==> config.mk <==
export PLATFORM = sky130hd
export DESIGN_NAME = port_match_unit
export DESIGN_NICKNAME = d
export VERILOG_FILES = /design/src/rtl/pm_pkg.sv /design/src/rtl/pm_bit_cell.sv /design/src/rtl/pm_combine.sv /design/src/rtl/pm_flag_ctrl.sv /design/src/rtl/port_match_unit.sv
export SDC_FILE = /design/constraint.sdc
export NUM_CORES = 1
export LEC_CHECK = 0
export ABC_AREA = 0
export BUFFER_PORTS_ARGS = -buffer_cell sky130_fd_sc_hd__buf_2
export CAP_MARGIN = 25
export CORE_MARGIN = 1
export CORE_UTILIZATION = 53
export CTS_CLUSTER_DIAMETER = 30
export DETAILED_ROUTE_END_ITERATION = 12
export HOLD_SLACK_MARGIN = 0.02
export PLACE_DENSITY = 0.8
export SYNTH_ARGS = -nofsm -noshare
export SYNTH_HDL_FRONTEND = slang
export SYNTH_SLANG_ARGS = --single-unit
==> constraint.sdc <==
create_clock -name clk -period 2.24 [get_ports clk]
set_input_delay 0.448 -clock clk [delete_from_list [all_inputs] [get_ports clk]]
set_output_delay 0.448 -clock clk [all_outputs]
set_load 0.1 [all_outputs]
==> src/rtl/pm_pkg.sv <==
package pm_pkg;
   typedef enum logic [1:0] {
      PM_OFF = 2'b00,
      PM_AND = 2'b01,
      PM_OR  = 2'b10,
      PM_PEV = 2'b11
   } pm_mode_e;

   localparam logic [1:0] SEL_MODE = 2'd0;
   localparam logic [1:0] SEL_POL  = 2'd1;
   localparam logic [1:0] SEL_TRN  = 2'd2;
   localparam logic [1:0] SEL_MSK  = 2'd3;
endpackage

==> src/rtl/pm_bit_cell.sv <==
module pm_bit_cell (
   input  logic cur_i,
   input  logic prev_i,
   input  logic pol_i,
   input  logic trn_i,
   input  logic msk_i,
   output logic care_o,
   output logic hit_o
);
   always_comb begin
      care_o = msk_i | trn_i;
      unique case ({msk_i, trn_i})
         2'b00:   hit_o = 1'b0;
         2'b01:   hit_o = cur_i ^ prev_i;
         2'b10:   hit_o = (cur_i == pol_i);
         default: hit_o = pol_i ? (cur_i & ~prev_i) : (~cur_i & prev_i);
      endcase
   end
endmodule

==> src/rtl/pm_combine.sv <==
module pm_combine
   import pm_pkg::*;
#(
   parameter int unsigned WIDTH = 8,
   localparam int unsigned IDX_W = $clog2(WIDTH)
) (
   input  logic             clk,
   input  logic             rst_n,
   input  pm_mode_e         mode_i,
   input  logic [WIDTH-1:0] care_i,
   input  logic [WIDTH-1:0] hit_i,
   output logic             any_o,
   output logic [IDX_W-1:0] idx_o
);
   logic and_ok;
   logic or_ok;

   assign and_ok = (|care_i) && (&(~care_i | hit_i));
   assign or_ok  = |hit_i;

   always_comb begin
      unique case (mode_i)
         PM_AND:  any_o = and_ok;
         PM_OR,
         PM_PEV:  any_o = or_ok;
         default: any_o = 1'b0;
      endcase
   end

   always_comb begin
      idx_o = '0;
      for (int i = 0; i < int'(WIDTH); i++) begin
         if (hit_i[i]) idx_o = IDX_W'(i);
      end
   end

   // the encoded index names a hitting bit with no higher hit above it
   assert_pev_top_bit_R6: assert property (@(posedge clk) disable iff (!rst_n)
      (mode_i == PM_PEV && any_o) |-> ((hit_i >> idx_o) == WIDTH'(1)));
endmodule

==> src/rtl/pm_flag_ctrl.sv <==
module pm_flag_ctrl
   import pm_pkg::*;
#(
   parameter int unsigned WIDTH    = 8,
   parameter bit          LATCH_EN = 1'b1,
   localparam int unsigned IDX_W   = $clog2(WIDTH)
) (
   input  logic             clk,
   input  logic             rst_n,
   input  pm_mode_e         mode_i,
   input  logic             latch_i,
   input  logic             any_i,
   input  logic [IDX_W-1:0] idx_i,
   input  logic             clr_i,
   input  logic [WIDTH-1:0] sample_i,
   input  logic [WIDTH-1:0] sample_q_i,
   output logic             flag_o,
   output logic [IDX_W-1:0] vec_o,
   output logic [WIDTH-1:0] port_q_o
);
   logic             latch_eff;
   logic             trans_mode;
   logic             pev_mode;
   logic             pev_block;
   logic             set_evt;
   logic             any_prev_q;
   logic             flag_q;
   logic [IDX_W-1:0] vec_q;
   logic [WIDTH-1:0] held;

   assign latch_eff  = LATCH_EN && latch_i;
   assign trans_mode = (mode_i == PM_AND) || (mode_i == PM_OR);
   assign pev_block  = (mode_i == PM_PEV) && latch_eff;
   assign pev_mode   = (mode_i == PM_PEV) && !latch_eff;
   assign set_evt    = trans_mode && any_i && !any_prev_q;

   always_ff @(posedge clk) begin
      if (!rst_n) begin
         any_prev_q <= 1'b0;
         flag_q     <= 1'b0;
         vec_q      <= '0;
      end else begin
         any_prev_q <= any_i;
         vec_q      <= (pev_mode && any_i) ? idx_i : '0;
         if (mode_i == PM_OFF || pev_block) flag_q <= 1'b0;
         else if (pev_mode)                 flag_q <= any_i;
         else if (set_evt)                  flag_q <= 1'b1;
         else if (clr_i)                    flag_q <= 1'b0;
      end
   end

   generate
      if (LATCH_EN) begin : g_latch
         logic [WIDTH-1:0] hold_q;
         always_ff @(posedge clk) begin
            if (!rst_n)                 hold_q <= '0;
            else if (set_evt && !flag_q) hold_q <= sample_i;
         end
         assign held = hold_q;

         // a frozen sample stays put while the flag remains set
         assert_hold_stable_R10: assert property (@(posedge clk) disable iff (!rst_n)
            (latch_eff && flag_q && $past(flag_q) && $past(latch_eff)) |-> $stable(hold_q));
      end else begin : g_nolatch
         assign held = '0;
      end
   endgenerate

   assign flag_o   = flag_q;
   assign vec_o    = vec_q;
   assign port_q_o = (latch_eff && flag_q) ? held : sample_q_i;

   // disabled mode leaves the flag low on the next sample
   assert_off_clears_R8: assert property (@(posedge clk) disable iff (!rst_n)
      (mode_i == PM_OFF) |=> !flag_q);

   // a false-to-true combined transition always sets the flag
   assert_rise_sets_R5: assert property (@(posedge clk) disable iff (!rst_n)
      (trans_mode && any_i && !any_prev_q) |=> flag_q);

   // without such a transition a clear flag stays clear
   assert_no_spurious_R5: assert property (@(posedge clk) disable iff (!rst_n)
      (trans_mode && !flag_q && !(any_i && !any_prev_q)) |=> !flag_q);

   // vector mode combined with latching never flags
   assert_pev_latch_blocked_R7: assert property (@(posedge clk) disable iff (!rst_n)
      pev_block |=> !flag_q);
endmodule

==> src/rtl/port_match_unit.sv <==
module port_match_unit
   import pm_pkg::*;
#(
   parameter int unsigned WIDTH    = 8,
   parameter bit          LATCH_EN = 1'b1,
   localparam int unsigned IDX_W   = $clog2(WIDTH)
) (
   input  logic             clk,
   input  logic             rst_n,
   input  logic [WIDTH-1:0] port_i,
   input  logic             cfg_we_i,
   input  logic [1:0]       cfg_sel_i,
   input  logic [WIDTH-1:0] cfg_data_i,
   input  logic             flag_clr_i,
   output logic             match_o,
   output logic             irq_o,
   output logic [IDX_W-1:0] vec_o,
   output logic [WIDTH-1:0] port_q_o
);
   generate
      if (WIDTH < 4 || WIDTH > 256) begin : g_bad_width
         $error("port_match_unit: WIDTH must lie in 4..256");
      end
   endgenerate

   pm_mode_e         mode_q;
   logic             latch_q;
   logic             irq_en_q;
   logic [WIDTH-1:0] pol_q;
   logic [WIDTH-1:0] trn_q;
   logic [WIDTH-1:0] msk_q;
   logic [WIDTH-1:0] sample_q;
   logic [WIDTH-1:0] care;
   logic [WIDTH-1:0] hit;
   logic             any;
   logic [IDX_W-1:0] idx;
   logic             flag;

   always_ff @(posedge clk) begin
      if (!rst_n) begin
         mode_q   <= PM_OFF;
         latch_q  <= 1'b0;
         irq_en_q <= 1'b0;
         pol_q    <= '0;
         trn_q    <= '0;
         msk_q    <= '0;
         sample_q <= '0;
      end else begin
         sample_q <= port_i;
         if (cfg_we_i) begin
            unique case (cfg_sel_i)
               SEL_MODE: begin
                  latch_q  <= cfg_data_i[0];
                  mode_q   <= pm_mode_e'(cfg_data_i[2:1]);
                  irq_en_q <= cfg_data_i[3];
               end
               SEL_POL: pol_q <= cfg_data_i;
               SEL_TRN: trn_q <= cfg_data_i;
               default: msk_q <= cfg_data_i;
            endcase
         end
      end
   end

   generate
      for (genvar g = 0; g < int'(WIDTH); g++) begin : g_cell
         pm_bit_cell u_cell (
            .cur_i  (port_i[g]),
            .prev_i (sample_q[g]),
            .pol_i  (pol_q[g]),
            .trn_i  (trn_q[g]),
            .msk_i  (msk_q[g]),
            .care_o (care[g]),
            .hit_o  (hit[g])
         );
      end
   endgenerate

   pm_combine #(.WIDTH(WIDTH)) u_comb (
      .clk    (clk),
      .rst_n  (rst_n),
      .mode_i (mode_q),
      .care_i (care),
      .hit_i  (hit),
      .any_o  (any),
      .idx_o  (idx)
   );

   pm_flag_ctrl #(.WIDTH(WIDTH), .LATCH_EN(LATCH_EN)) u_flag (
      .clk        (clk),
      .rst_n      (rst_n),
      .mode_i     (mode_q),
      .latch_i    (latch_q),
      .any_i      (any),
      .idx_i      (idx),
      .clr_i      (flag_clr_i),
      .sample_i   (port_i),
      .sample_q_i (sample_q),
      .flag_o     (flag),
      .vec_o      (vec_o),
      .port_q_o   (port_q_o)
   );

   assign match_o = flag;
   assign irq_o   = flag && irq_en_q;
endmodule

## Yosys cells after proc, flatten, opt, wreduce, memory -nomap -nowiden

Index checks and enable logic that the tools add are counted.
Widths: inputs -> output; s select.

- Equal/unequal tests: 29
- Muxes and demuxes: 28
- Bitwise gates (word level): 52
- Reduce and logical (&&, ||, !) cells: 36

Operators by type and width:

| kind | count |
|---|---|
| $pmux 1 s3 | 8 |
| $eq 2x2->1 const B | 11 |
| $eq 2x1->1 const B | 10 |
| $logic_not 2->1 | 10 |
| $not 1->1 | 18 |
| $and 1x1->1 | 16 |
| $reduce_or 8->1 | 2 |
| $mux 1 | 12 |
| $mux 3 | 4 |
| $reduce_and 2->1 | 5 |
| $logic_and 1x1->1 | 9 |
| $eq 1x1->1 | 8 |
| $mux 8 | 1 |
| $not 8->8 | 1 |
| $or 1x1->1 | 8 |
| $or 8x8->8 | 1 |
| $reduce_and 8->1 | 1 |
| $xor 1x1->1 | 8 |
| $mux 2 | 2 |
| $reduce_or 2->1 | 2 |
| $logic_not 1->1 | 3 |
| $reduce_bool 3->1 | 1 |
| $reduce_or 3->1 | 1 |
| $logic_or 1x1->1 | 2 |
| $pmux 1 s2 | 1 |

- Register bits: 49
- Bits of input ports: 22
- Output and inout port bits: 13
- Word-level logic and storage cells: 156

## Logic depth before layout (Yosys ltp)

Gate-level depths: netlist of the first run.

- Depth in word-level cells: 12
- Gate-level depth with buffers: 8
- Mapped depth without buffers: 8

## By module

From an unflattened synthesis of the first run, not the netlist that was laid out.

- Cell total of the unflattened synthesis: 302
- Area total of the unflattened synthesis: 2767.7 µm²

Modules (own cells, without submodules):

| module | times used | cells each | area each (µm²) |
|---|---|---|---|
| port_match_unit | 1 | 120 | 1278.7 |
| pm_flag_ctrl | 1 | 66 | 671.9 |
| pm_bit_cell | 8 | 11 | 81.3 |
| pm_combine | 1 | 28 | 166.4 |

## Worst setup path after synthesis of the first run

OpenSTA, ideal clock, no wires.

- Path kind: register to output
- Start: register u_flag.flag_q, in the netlist u_flag.flag_o
- End: output port port_q_o[0]
- Data arrival time: 2.037 ns
- Required time: 1.792 ns
- Setup slack: -0.245 ns
- Cell stages (with the launch flop): 3
- Cells stage by stage: dfxtp_1 > nand2_1 > mux2_2

- Cells in the longest elaborated chain, start to end: 2

RTL lines:

| element | RTL line | source |
|---|---|---|
| start, declared | pm_flag_ctrl.sv:27 | `logic flag_q;` |
| start signal, assigned | pm_flag_ctrl.sv:46 | `else if (pev_mode) flag_q <= any_i;` |
| $logic_and 1x1->1 | pm_flag_ctrl.sv:71 | `assign port_q_o = (latch_eff && flag_q) ? held : sample_q_i;` |
| $mux 8 | pm_flag_ctrl.sv:71 |  |
| end, declared | port_match_unit.sv:18 | `output logic [WIDTH-1:0] port_q_o` |

Every way passes these cells.

## Worst setup path after layout of the first run

- Start: register mode_q[1]
- End: register u_flag.vec_q[0], in the netlist u_flag.vec_o[0]

- Cells in the longest elaborated chain, start to end: 5
- Elaborated cells between the ends (all ways): 8
- Classes of those cells: eq/ne: 3; mux: 1; reduce/logical: 4

RTL lines:

| element | RTL line | source |
|---|---|---|
| start, declared | port_match_unit.sv:26 | `pm_mode_e mode_q;` |
| start signal, assigned | port_match_unit.sv:54 | `mode_q <= pm_mode_e'(cfg_data_i[2:1]);` |
| $eq 2x2->1 (on tied branches) | pm_combine.sv:22, pm_flag_ctrl.sv:34 |  |
| $reduce_or 2->1 | pm_combine.sv:22 | `unique case (mode_i)` |
| $pmux 1 s2 | pm_combine.sv:22 |  |
| $logic_and 1x1->1 (*) | pm_flag_ctrl.sv:44 | `vec_q <= (pev_mode && any_i) ? idx_i : '0;` |
| $reduce_and 2->1 (no line) (*) | - |  |
| end signal, assigned | pm_flag_ctrl.sv:44 |  |
| end, declared | pm_flag_ctrl.sv:28 | `logic [IDX_W-1:0] vec_q;` |

Every way passes the cells marked *; elsewhere a longest branch is shown, timed or not.
A chain may end at the register's enable or synchronous reset.

==> out/summary.json, run 1 <==
{
  "cts.sinks": {"value": 49},
  "synth_seq_area_share": {"value": 0.323},
  "design.final.nets": {"value": 450},
  "hold-worst-slack": {"value": 0.430, "unit": "ns"},
  "place_worst_setup_slack": {"value": -0.281, "unit": "ns"},
  "power_leakage": {"value": 1.69, "unit": "nW"},
  "synthCells": {"value": 327},
  "synth_area_leaders": {"value": "dfxtp_1, mux2i_1, ha_1, nor2b_1, inv_1"},
  "viasPerCell": {"value": 5.53},
  "internal_power": {"value": 1.29, "unit": "mW"},
  "total_power": {"value": 1.86, "unit": "mW"},
  "timing_worst_slew_pin_value": {"value": 0.602, "unit": "ns"},
  "worst_path_largest_cell_delay": {"value": 0.50, "unit": "ns"},
  "finalClockSkew": {"value": 0.00737, "unit": "ns"},
  "finish.utilization": {"value": 0.703},
  "remaining_drc_errors": {"value": 0},
  "insertion_delay": {"value": 0.31, "unit": "ns"},
  "root_buffer_master": {"value": "clkbuf_8"},
  "dieHeight": {"value": 77.7, "unit": "um"},
  "dpl-instance-area": {"value": 0.00370, "unit": "sq mm"},
  "synth_most_common_cell": {"value": "dfxtp_1"},
  "layout.cells.non_filler": {"value": 481},
  "core_area": {"value": 0.00551, "unit": "sq mm"},
  "power.ir.vdd_worst": {"value": 0.444, "unit": "mV"},
  "failed_checks": {"value": "setup timing"},
  "hold_viol": {"value": 0},
  "ys_warn_count": {"value": 0},
  "hold-path-endpoint": {"value": "pol_q[6]"},
  "num_antenna_cells": {"value": 0},
  "critPathMaxFanout": {"value": 4},
  "min-delay-path-class": {"value": "input pin to flop"},
  "htree_levels": {"value": 2},
  "antenna_found_initial": {"value": 0},
  "worstPathRequired": {"value": 2.46, "unit": "ns"},
  "design.portCount": {"value": 35},
  "synthesis.nets": {"value": 369},
  "area_growth_syn_to_layout": {"value": 27.4, "unit": "%"},
  "port-buffer-count": {"value": 34},
  "reg2reg_depth": {"value": 8},
  "start_util": {"value": 0.552},
  "switching_share": {"value": 0.308},
  "cts-buffers-inserted": {"value": 5},
  "crit_family": {"value": "simple AND/OR/NAND/NOR gates"},
  "maxCapViolations": {"value": 0},
  "power.combinational.fraction": {"value": 0.221},
  "finalInstanceArea": {"value": 0.00387, "unit": "sq mm"},
  "drt.antenna.violating_nets": {"value": 0},
  "fmax": {"value": 0.433, "unit": "GHz"},
  "cts.hold.buffers_added": {"value": 0},
  "place_inst": {"value": 470},
  "clock_path_buffers": {"value": 2},
  "rr_startpoint": {"value": "mode_q[1]"},
  "hpwlAfterDp": {"value": 5.73, "unit": "mm"},
  "num_vias": {"value": 2659},
  "number_of_global_route_vias_before_repair": {"value": 2585},
  "synth_async_sr_flop_share": {"value": 0},
  "std_cell_rows": {"value": 27},
  "gp_congestion": {"value": 0.860},
  "critical_path.slowest_cell": {"value": "or4_4"},
  "post_drt_wl_per_cell": {"value": 15.7, "unit": "um"},
  "finalSetupViolations": {"value": 4},
  "syn-mean-instance-area": {"value": 9.30, "unit": "sq um"},
  "critPathArrivalTime": {"value": 2.53, "unit": "ns"},
  "max-slew-margin-rel": {"value": 0.597},
  "worst_slack": {"value": -0.0695, "unit": "ns"},
  "worst_setup_path_end_kind": {"value": "flop"},
  "multi_input_comb_area": {"value": 0.00205, "unit": "sq mm"},
  "r2r_slack": {"value": -0.07, "unit": "ns"},
  "initialDrtViolationCount": {"value": 158},
  "outcome": {"value": "complete, but fails checks"},
  "share_seq_of_total_power": {"value": 0.496},
  "worst_hold_startpoint": {"value": "cfg_data_i[6]"},
  "cts_tree": {"value": "built"},
  "firstDrtPassIters": {"value": 4},
  "drive_gt1_frac": {"value": 0.340},
  "final.fill_count": {"value": 434},
  "r2r-end": {"value": "u_flag.vec_o[0]"},
  "synth_cell_types": {"value": 49},
  "wirelength": {"value": 7.57, "unit": "mm"},
  "die_area": {"value": 0.00604, "unit": "sq mm"},
  "totalNegativeSetupSlack": {"value": -0.123, "unit": "ns"},
  "synthesis.area": {"value": 0.00304, "unit": "sq mm"},
  "pin_count_of_the_biggest_net_entering_global_routing": {"value": 27},
  "cp.buffers_inverters": {"value": 1},
  "clock_power_share": {"value": 0.284},
  "synthDominantCellAreaShare": {"value": 0.323},
  "netlist_top_cells_count": {"value": "dfxtp_1, mux2i_1, nor2b_1"},
  "power_per_cell_area": {"value": 481, "unit": "mW/mm^2"},
  "yosys_most_used_dff": {"value": "dfxtp_1"},
  "globalRouteTotalUtil": {"value": 0.262},
  "final-max-slew-violation-count": {"value": 0},
  "rsz0062_at_grt": {"value": "yes"},
  "worstPathCellList": {"value": "inv_2 -> ha_4 -> and2b_1 -> o221ai_2 -> or4_4 -> or2_4 -> or3_4 -> a211oi_2"},
  "clkTransAtPathRegs": {"value": 0.09, "unit": "ns"},
  "regArea": {"value": 990, "unit": "sq um"},
  "crit_path_start_kind": {"value": "flop"},
  "synth_largest_area_cell": {"value": "dfxtp_1"},
  "die_x": {"value": 77.7, "unit": "um"},
  "criticalPathCategory": {"value": "flop to flop"},
  "timing.final.crit_share": {"value": 1.03},
  "holdPathStages": {"value": 3},
  "synth-seq-cells": {"value": 49},
  "number_of_enable_type_register_cells_in_the_synthesized_netlist": {"value": 0},
  "p_switching": {"value": 0.574, "unit": "mW"},
  "grt_first_pass_wirelength": {"value": 12.3, "unit": "mm"},
  "grt_overflow_total": {"value": 0},
  "min_period": {"value": 2.31, "unit": "ns"}
}
timing repair:
action,in CTS,in global routing
pin swaps,6,2
gates cloned,0,0
gates resized for setup,8,15
endpoints found under the setup margin,12,21
hold endpoints to repair,0,0
setup buffers,2,1
cells by family after synthesis:
kind of cell	synth area share
AOI/OAI and AO/OA	0.106
xor gates and xnor gates	0.0230
adders and majority gates	0.0823
buffers and inverters	0.0428
DFF	0.323
muxes	0.168
and+or+nand+nor	0.255
cells in the final DEF, fill, tap and decap left out, types with 8 or more instances in the layout:
cell type,netlist,routed
nand2_1,16,16
o2111ai_1,9,9
buf_4,0,49
nor2_1,10,10
buf_2,0,26
nand3b_1,10,10
a21oi_1,8,8
nor3b_1,8,8
nand3_1,9,9
nor2b_1,31,31
mux2_2,8,8
and2_1,10,10
dfxtp_1,49,42
mux2i_1,42,42
clkbuf_4,0,8
ha_1,20,14
inv_1,24,17
layer usage:
metal / up-vias / GRT usage / part of all wire
met5: - / 0 / 0
met4: 0 / 0.100 / 0.014
met3: 9 / 0.0529 / 0.046
met2: 65 / 0.458 / 0.49
met1: 1254 / 0.314 / 0.44
li1: 1331 / - / -
power groups by stage:
| stage | registers, mW | clock network [mW] | logic (mW) |
|---|---|---|---|
| after floorplan | 0.939 | 0 | 0.251 |
| after global placement | 0.942 | 0 | 0.385 |
| after detailed placement | 0.943 | 0 | 0.395 |
| after CTS | 0.924 | 0.535 | 0.402 |
| after global routing | 0.927 | 0.563 | 0.445 |
| final | 0.923 | 0.528 | 0.411 |
tightest hold or removal path, cell delays in order:
cell     delay [ns]
buf_2          0.10
mux2i_1        0.06
nor2b_1        0.09
cell type report:
type / instances / share of cell area
Clock buffer: 5 / 0.0178
Clock inverter: 3 / 0.00452
Inverter: 24 / 0.0233
Multi-Input combinational cell: 244 / 0.529
Sequential cell: 49 / 0.255
Tap cell: 72 / 0.0233
Timing Repair Buffer: 84 / 0.147
worst max-delay path by stage:
stage                          from         endpoint  slack (ns)  depth (start not counted)
after floorplan           port_i[3]  u_flag.vec_o[0]        0.01                          8
after global placement    port_i[3]  u_flag.vec_o[1]       -0.18                          9
after detailed placement  port_i[1]  u_flag.vec_o[0]       -0.28                          9
after CTS                 mode_q[1]  u_flag.vec_o[0]       -0.11                          8
after global routing      mode_q[1]  u_flag.vec_o[0]       -0.14                          8
final                     mode_q[1]  u_flag.vec_o[0]       -0.07                          8
state kept, by name, summed over array words and instances, names as in the netlist:
signal	count
msk_q	8
pol_q	8
sample_q	8
trn_q	8
u_flag.g_latch.hold_q	8
u_flag.vec_o	3
mode_q	2
irq_en_q	1
latch_q	1
u_flag.any_prev_q	1
u_flag.flag_o	1
Power figures use the tool's default switching activity.
==> inputs of run 2 (changes only) <==
--- a/config.mk
+++ b/config.mk
@@ -6,14 +6,16 @@
 export NUM_CORES = 1
 export LEC_CHECK = 0
 export ABC_AREA = 0
+export ABC_CLOCK_PERIOD_IN_PS = 2240
 export BUFFER_PORTS_ARGS = -buffer_cell sky130_fd_sc_hd__buf_2
 export CAP_MARGIN = 25
 export CORE_MARGIN = 1
-export CORE_UTILIZATION = 53
+export CORE_UTILIZATION = 52
 export CTS_CLUSTER_DIAMETER = 30
 export DETAILED_ROUTE_END_ITERATION = 12
 export HOLD_SLACK_MARGIN = 0.02
 export PLACE_DENSITY = 0.8
 export SYNTH_ARGS = -nofsm -noshare
 export SYNTH_HDL_FRONTEND = slang
+export SYNTH_HIERARCHICAL = 1
 export SYNTH_SLANG_ARGS = --single-unit
==> run 2 against run 1 <==
The run still ends with setup timing left. Clock power fell by 3.8%. Via count fell by 15%. Global-route usage fell by 3.3 points. Clock-buffer cell count rose by 2. Die area fell by 7.0%. Area after synthesis fell by 9.0%. Clock skew fell by 0.0046 ns. Synthesized cell count fell by 7.6%. Routed wire length fell by 19%. Sequential power rose by 0.9%. Sequential cell count did not move. Largest cell class unchanged. Highest routed layer unchanged.
==> out/summary.json, run 2 <==
{
  "multi_input_comb_area": {"value": 0.00186, "unit": "sq mm"},
  "internal_power": {"value": 1.28, "unit": "mW"},
  "num_antenna_cells": {"value": 0},
  "dieHeight": {"value": 75.0, "unit": "um"},
  "rr_startpoint": {"value": "sample_q[7]"},
  "holdPathStages": {"value": 3},
  "criticalPathCategory": {"value": "flop to flop"},
  "synth_area_leaders": {"value": "dfxtp_1, mux2i_1, ha_1, nand2_1, inv_1"},
  "drive_gt1_frac": {"value": 0.414},
  "timing.final.crit_share": {"value": 1.04},
  "hold-path-endpoint": {"value": "pol_q[4]"},
  "globalRouteTotalUtil": {"value": 0.230},
  "synthDominantCellAreaShare": {"value": 0.354},
  "htree_levels": {"value": 2},
  "r2r-end": {"value": "u_flag/g_latch.hold_q[6]"},
  "synth_most_common_cell": {"value": "dfxtp_1"},
  "initialDrtViolationCount": {"value": 79},
  "final-max-slew-violation-count": {"value": 0},
  "std_cell_rows": {"value": 26},
  "max-slew-margin-rel": {"value": 0.593},
  "synth_seq_area_share": {"value": 0.354},
  "core_area": {"value": 0.00511, "unit": "sq mm"},
  "synth-seq-cells": {"value": 49},
  "power.ir.vdd_worst": {"value": 0.276, "unit": "mV"},
  "fmax": {"value": 0.430, "unit": "GHz"},
  "timing_worst_slew_pin_value": {"value": 0.608, "unit": "ns"},
  "crit_path_start_kind": {"value": "flop"},
  "worst_slack": {"value": -0.0873, "unit": "ns"},
  "failed_checks": {"value": "setup timing"},
  "netlist_top_cells_count": {"value": "dfxtp_1, nand2_1, inv_1"},
  "switching_share": {"value": 0.294},
  "critPathArrivalTime": {"value": 2.54, "unit": "ns"},
  "worst_path_largest_cell_delay": {"value": 0.34, "unit": "ns"},
  "reg2reg_depth": {"value": 10},
  "cts.hold.buffers_added": {"value": 0},
  "viasPerCell": {"value": 5.23},
  "synthCells": {"value": 302},
  "clkTransAtPathRegs": {"value": 0.08, "unit": "ns"},
  "power.combinational.fraction": {"value": 0.204},
  "worst_hold_startpoint": {"value": "cfg_data_i[4]"},
  "critical_path.slowest_cell": {"value": "dfxtp_2"},
  "worstPathCellList": {"value": "ha_1 -> o311ai_2 -> inv_1 -> a222oi_1 -> nand2_1 -> o21ai_2 -> nand4bb_1 -> buf_12 -> nand3_1 -> o21ai_2"},
  "clock_path_buffers": {"value": 2},
  "pin_count_of_the_biggest_net_entering_global_routing": {"value": 38},
  "cts.sinks": {"value": 49},
  "min-delay-path-class": {"value": "input pin to flop"},
  "grt_first_pass_wirelength": {"value": 9.61, "unit": "mm"},
  "wirelength": {"value": 6.12, "unit": "mm"},
  "worst_setup_path_end_kind": {"value": "flop"},
  "hpwlAfterDp": {"value": 4.37, "unit": "mm"},
  "power_per_cell_area": {"value": 506, "unit": "mW/mm^2"},
  "total_power": {"value": 1.81, "unit": "mW"},
  "cts-buffers-inserted": {"value": 5},
  "num_vias": {"value": 2259},
  "insertion_delay": {"value": 0.31, "unit": "ns"},
  "critical_path.startpoint": {"value": "sample_q[7]"},
  "design.portCount": {"value": 35},
  "antenna_found_initial": {"value": 0},
  "worstPathRequired": {"value": 2.45, "unit": "ns"},
  "remaining_drc_errors": {"value": 0},
  "post_drt_wl_per_cell": {"value": 14.2, "unit": "um"},
  "area_growth_syn_to_layout": {"value": 29.0, "unit": "%"},
  "maxCapViolations": {"value": 0},
  "final.fill_count": {"value": 380},
  "min_period": {"value": 2.33, "unit": "ns"},
  "firstDrtPassIters": {"value": 4},
  "start_util": {"value": 0.542},
  "place_worst_setup_slack": {"value": -0.389, "unit": "ns"},
  "gp_congestion": {"value": 0.757},
  "grt_overflow_total": {"value": 0},
  "ys_warn_count": {"value": 6},
  "finalSetupViolations": {"value": 12},
  "die_area": {"value": 0.00562, "unit": "sq mm"},
  "outcome": {"value": "complete, but fails checks"},
  "mostFrequentLayoutCell": {"value": "nand2_1"},
  "die_x": {"value": 75.0, "unit": "um"},
  "finalClockSkew": {"value": 0.00275, "unit": "ns"},
  "clock_power_share": {"value": 0.281},
  "synth_largest_area_cell": {"value": "dfxtp_1"},
  "share_seq_of_total_power": {"value": 0.515},
  "root_buffer_master": {"value": "clkbuf_8"},
  "rsz0062_at_grt": {"value": "yes"},
  "critPathMaxFanout": {"value": 16},
  "syn-mean-instance-area": {"value": 9.16, "unit": "sq um"},
  "yosys_most_used_dff": {"value": "dfxtp_1"},
  "r2r_slack": {"value": -0.09, "unit": "ns"},
  "synth_cell_types": {"value": 38},
  "regArea": {"value": 998, "unit": "sq um"},
  "critical_path.most_common_cell": {"value": "o21ai_2"},
  "p_switching": {"value": 0.532, "unit": "mW"},
  "port-buffer-count": {"value": 34},
  "number_of_global_route_vias_before_repair": {"value": 2138},
  "drt.antenna.violating_nets": {"value": 0},
  "cts_tree": {"value": "built"},
  "synth_async_sr_flop_share": {"value": 0},
  "design.final.nets": {"value": 401},
  "synthesis.nets": {"value": 342},
  "synthesis.area": {"value": 0.00277, "unit": "sq mm"},
  "power_leakage": {"value": 1.62, "unit": "nW"},
  "number_of_enable_type_register_cells_in_the_synthesized_netlist": {"value": 0},
  "hold_viol": {"value": 0},
  "final_cell_mix": {"value": "nand2_1, dfxtp_1, buf_2"}
}
run 2: changes by cell type after synthesis, moves of 8 or more:
cell | previous run | this run
nand3b_1 | 10 | 2
mux2_1 | 0 | 8
o21ai_2 | 0 | 8
o2111ai_1 | 9 | 0
nand3_1 | 9 | 22
mux2i_1 | 42 | 28
nor3b_1 | 8 | 0
nand2_1 | 16 | 48
inv_1 | 24 | 32
nor2b_1 | 31 | 4
run 2: cell type report:
cell class	instances	area share
Sequential cell	49	0.280
Multi-Input combinational cell	210	0.520
Clock buffer	7	0.0214
Inverter	32	0.0364
Tap cell	70	0.0245
Timing Repair Buffer	63	0.116
Clock inverter	1	0.00210
run 2: critical path: cells and delay by family, from the launching register on:
family / cells / cell delay [ns]
flops: 1 / 0.34
compound gates: 4 / 0.87
buf+inv: 2 / 0.30
simple gates: 3 / 0.41
fa+ha+maj: 1 / 0.28
run 2: stage by stage:
step | hold slack [ns] | cells | area (sq um) | TNS, ns | utilization
2_1_floorplan | 0.430 | 302 | 2920 | -0.0814 | -
3_3_place_gp | 0.441 | 422 | 3310 | -3.73 | 0.649
3_5_place_dp | 0.455 | 422 | 3310 | -4.35 | 0.649
4_1_cts | 0.433 | 431 | 3480 | -0.416 | 0.681
5_1_grt | 0.446 | 432 | 3570 | -2.16 | 0.699
6_report | 0.430 | 432 | 3570 | -0.739 | 0.699
run 2: how the worst max path moves through the flow:
| stage | to | slack, ns | cells past startpoint |
|---|---|---|---|
| final | u_flag/g_latch.hold_q[6] | -0.09 | 10 |
| after global routing | u_flag/g_latch.hold_q[7] | -0.21 | 13 |
| after CTS | u_flag/g_latch.hold_q[1] | -0.07 | 13 |
| after detailed placement | u_flag/vec_o[1] | -0.39 | 14 |
| after global placement | u_flag/vec_o[1] | -0.34 | 14 |
| after floorplan | u_flag/g_latch.hold_q[3] | -0.04 | 12 |
run 2: what timing repair did:
item                                    4_1_cts  5_1_grt
cloned                                        0        0
endpoints found under the setup margin       12       12
resized for setup                            23       18
pin swaps                                     3        7
setup buffers                                 1        1
run 2: metal layers:
layer	share of wire	vias up	global-route usage
met2	0.48	45	0.394
li1	-	1131	-
met5	0	-	0
met3	0.035	12	0.0321
met4	0.021	0	0.0964
met1	0.46	1071	0.288
run 2: power by group through the flow:
stage	sequential (mW)	clock, mW	combinational [mW]
final	0.931	0.508	0.369
after global routing	0.935	0.542	0.399
after CTS	0.928	0.514	0.355
after detailed placement	0.947	0	0.342
after global placement	0.946	0	0.333
after floorplan	0.938	0	0.242
run 2: kinds of logic (layout without fill, tap and decap cells):
kind of cell / after synthesis / after routing / share of synthesized area
AO/OA/AOI/OAI: 25 / 25 / 0.0791
AND/OR/NAND/NOR: 115 / 115 / 0.217
buffers and inverters: 43 / 103 / 0.0759
XOR/XNOR: 8 / 8 / 0.0253
adder cells (fa/ha/maj): 18 / 18 / 0.0814
multiplexers: 44 / 44 / 0.166
flip-flops: 49 / 49 / 0.354
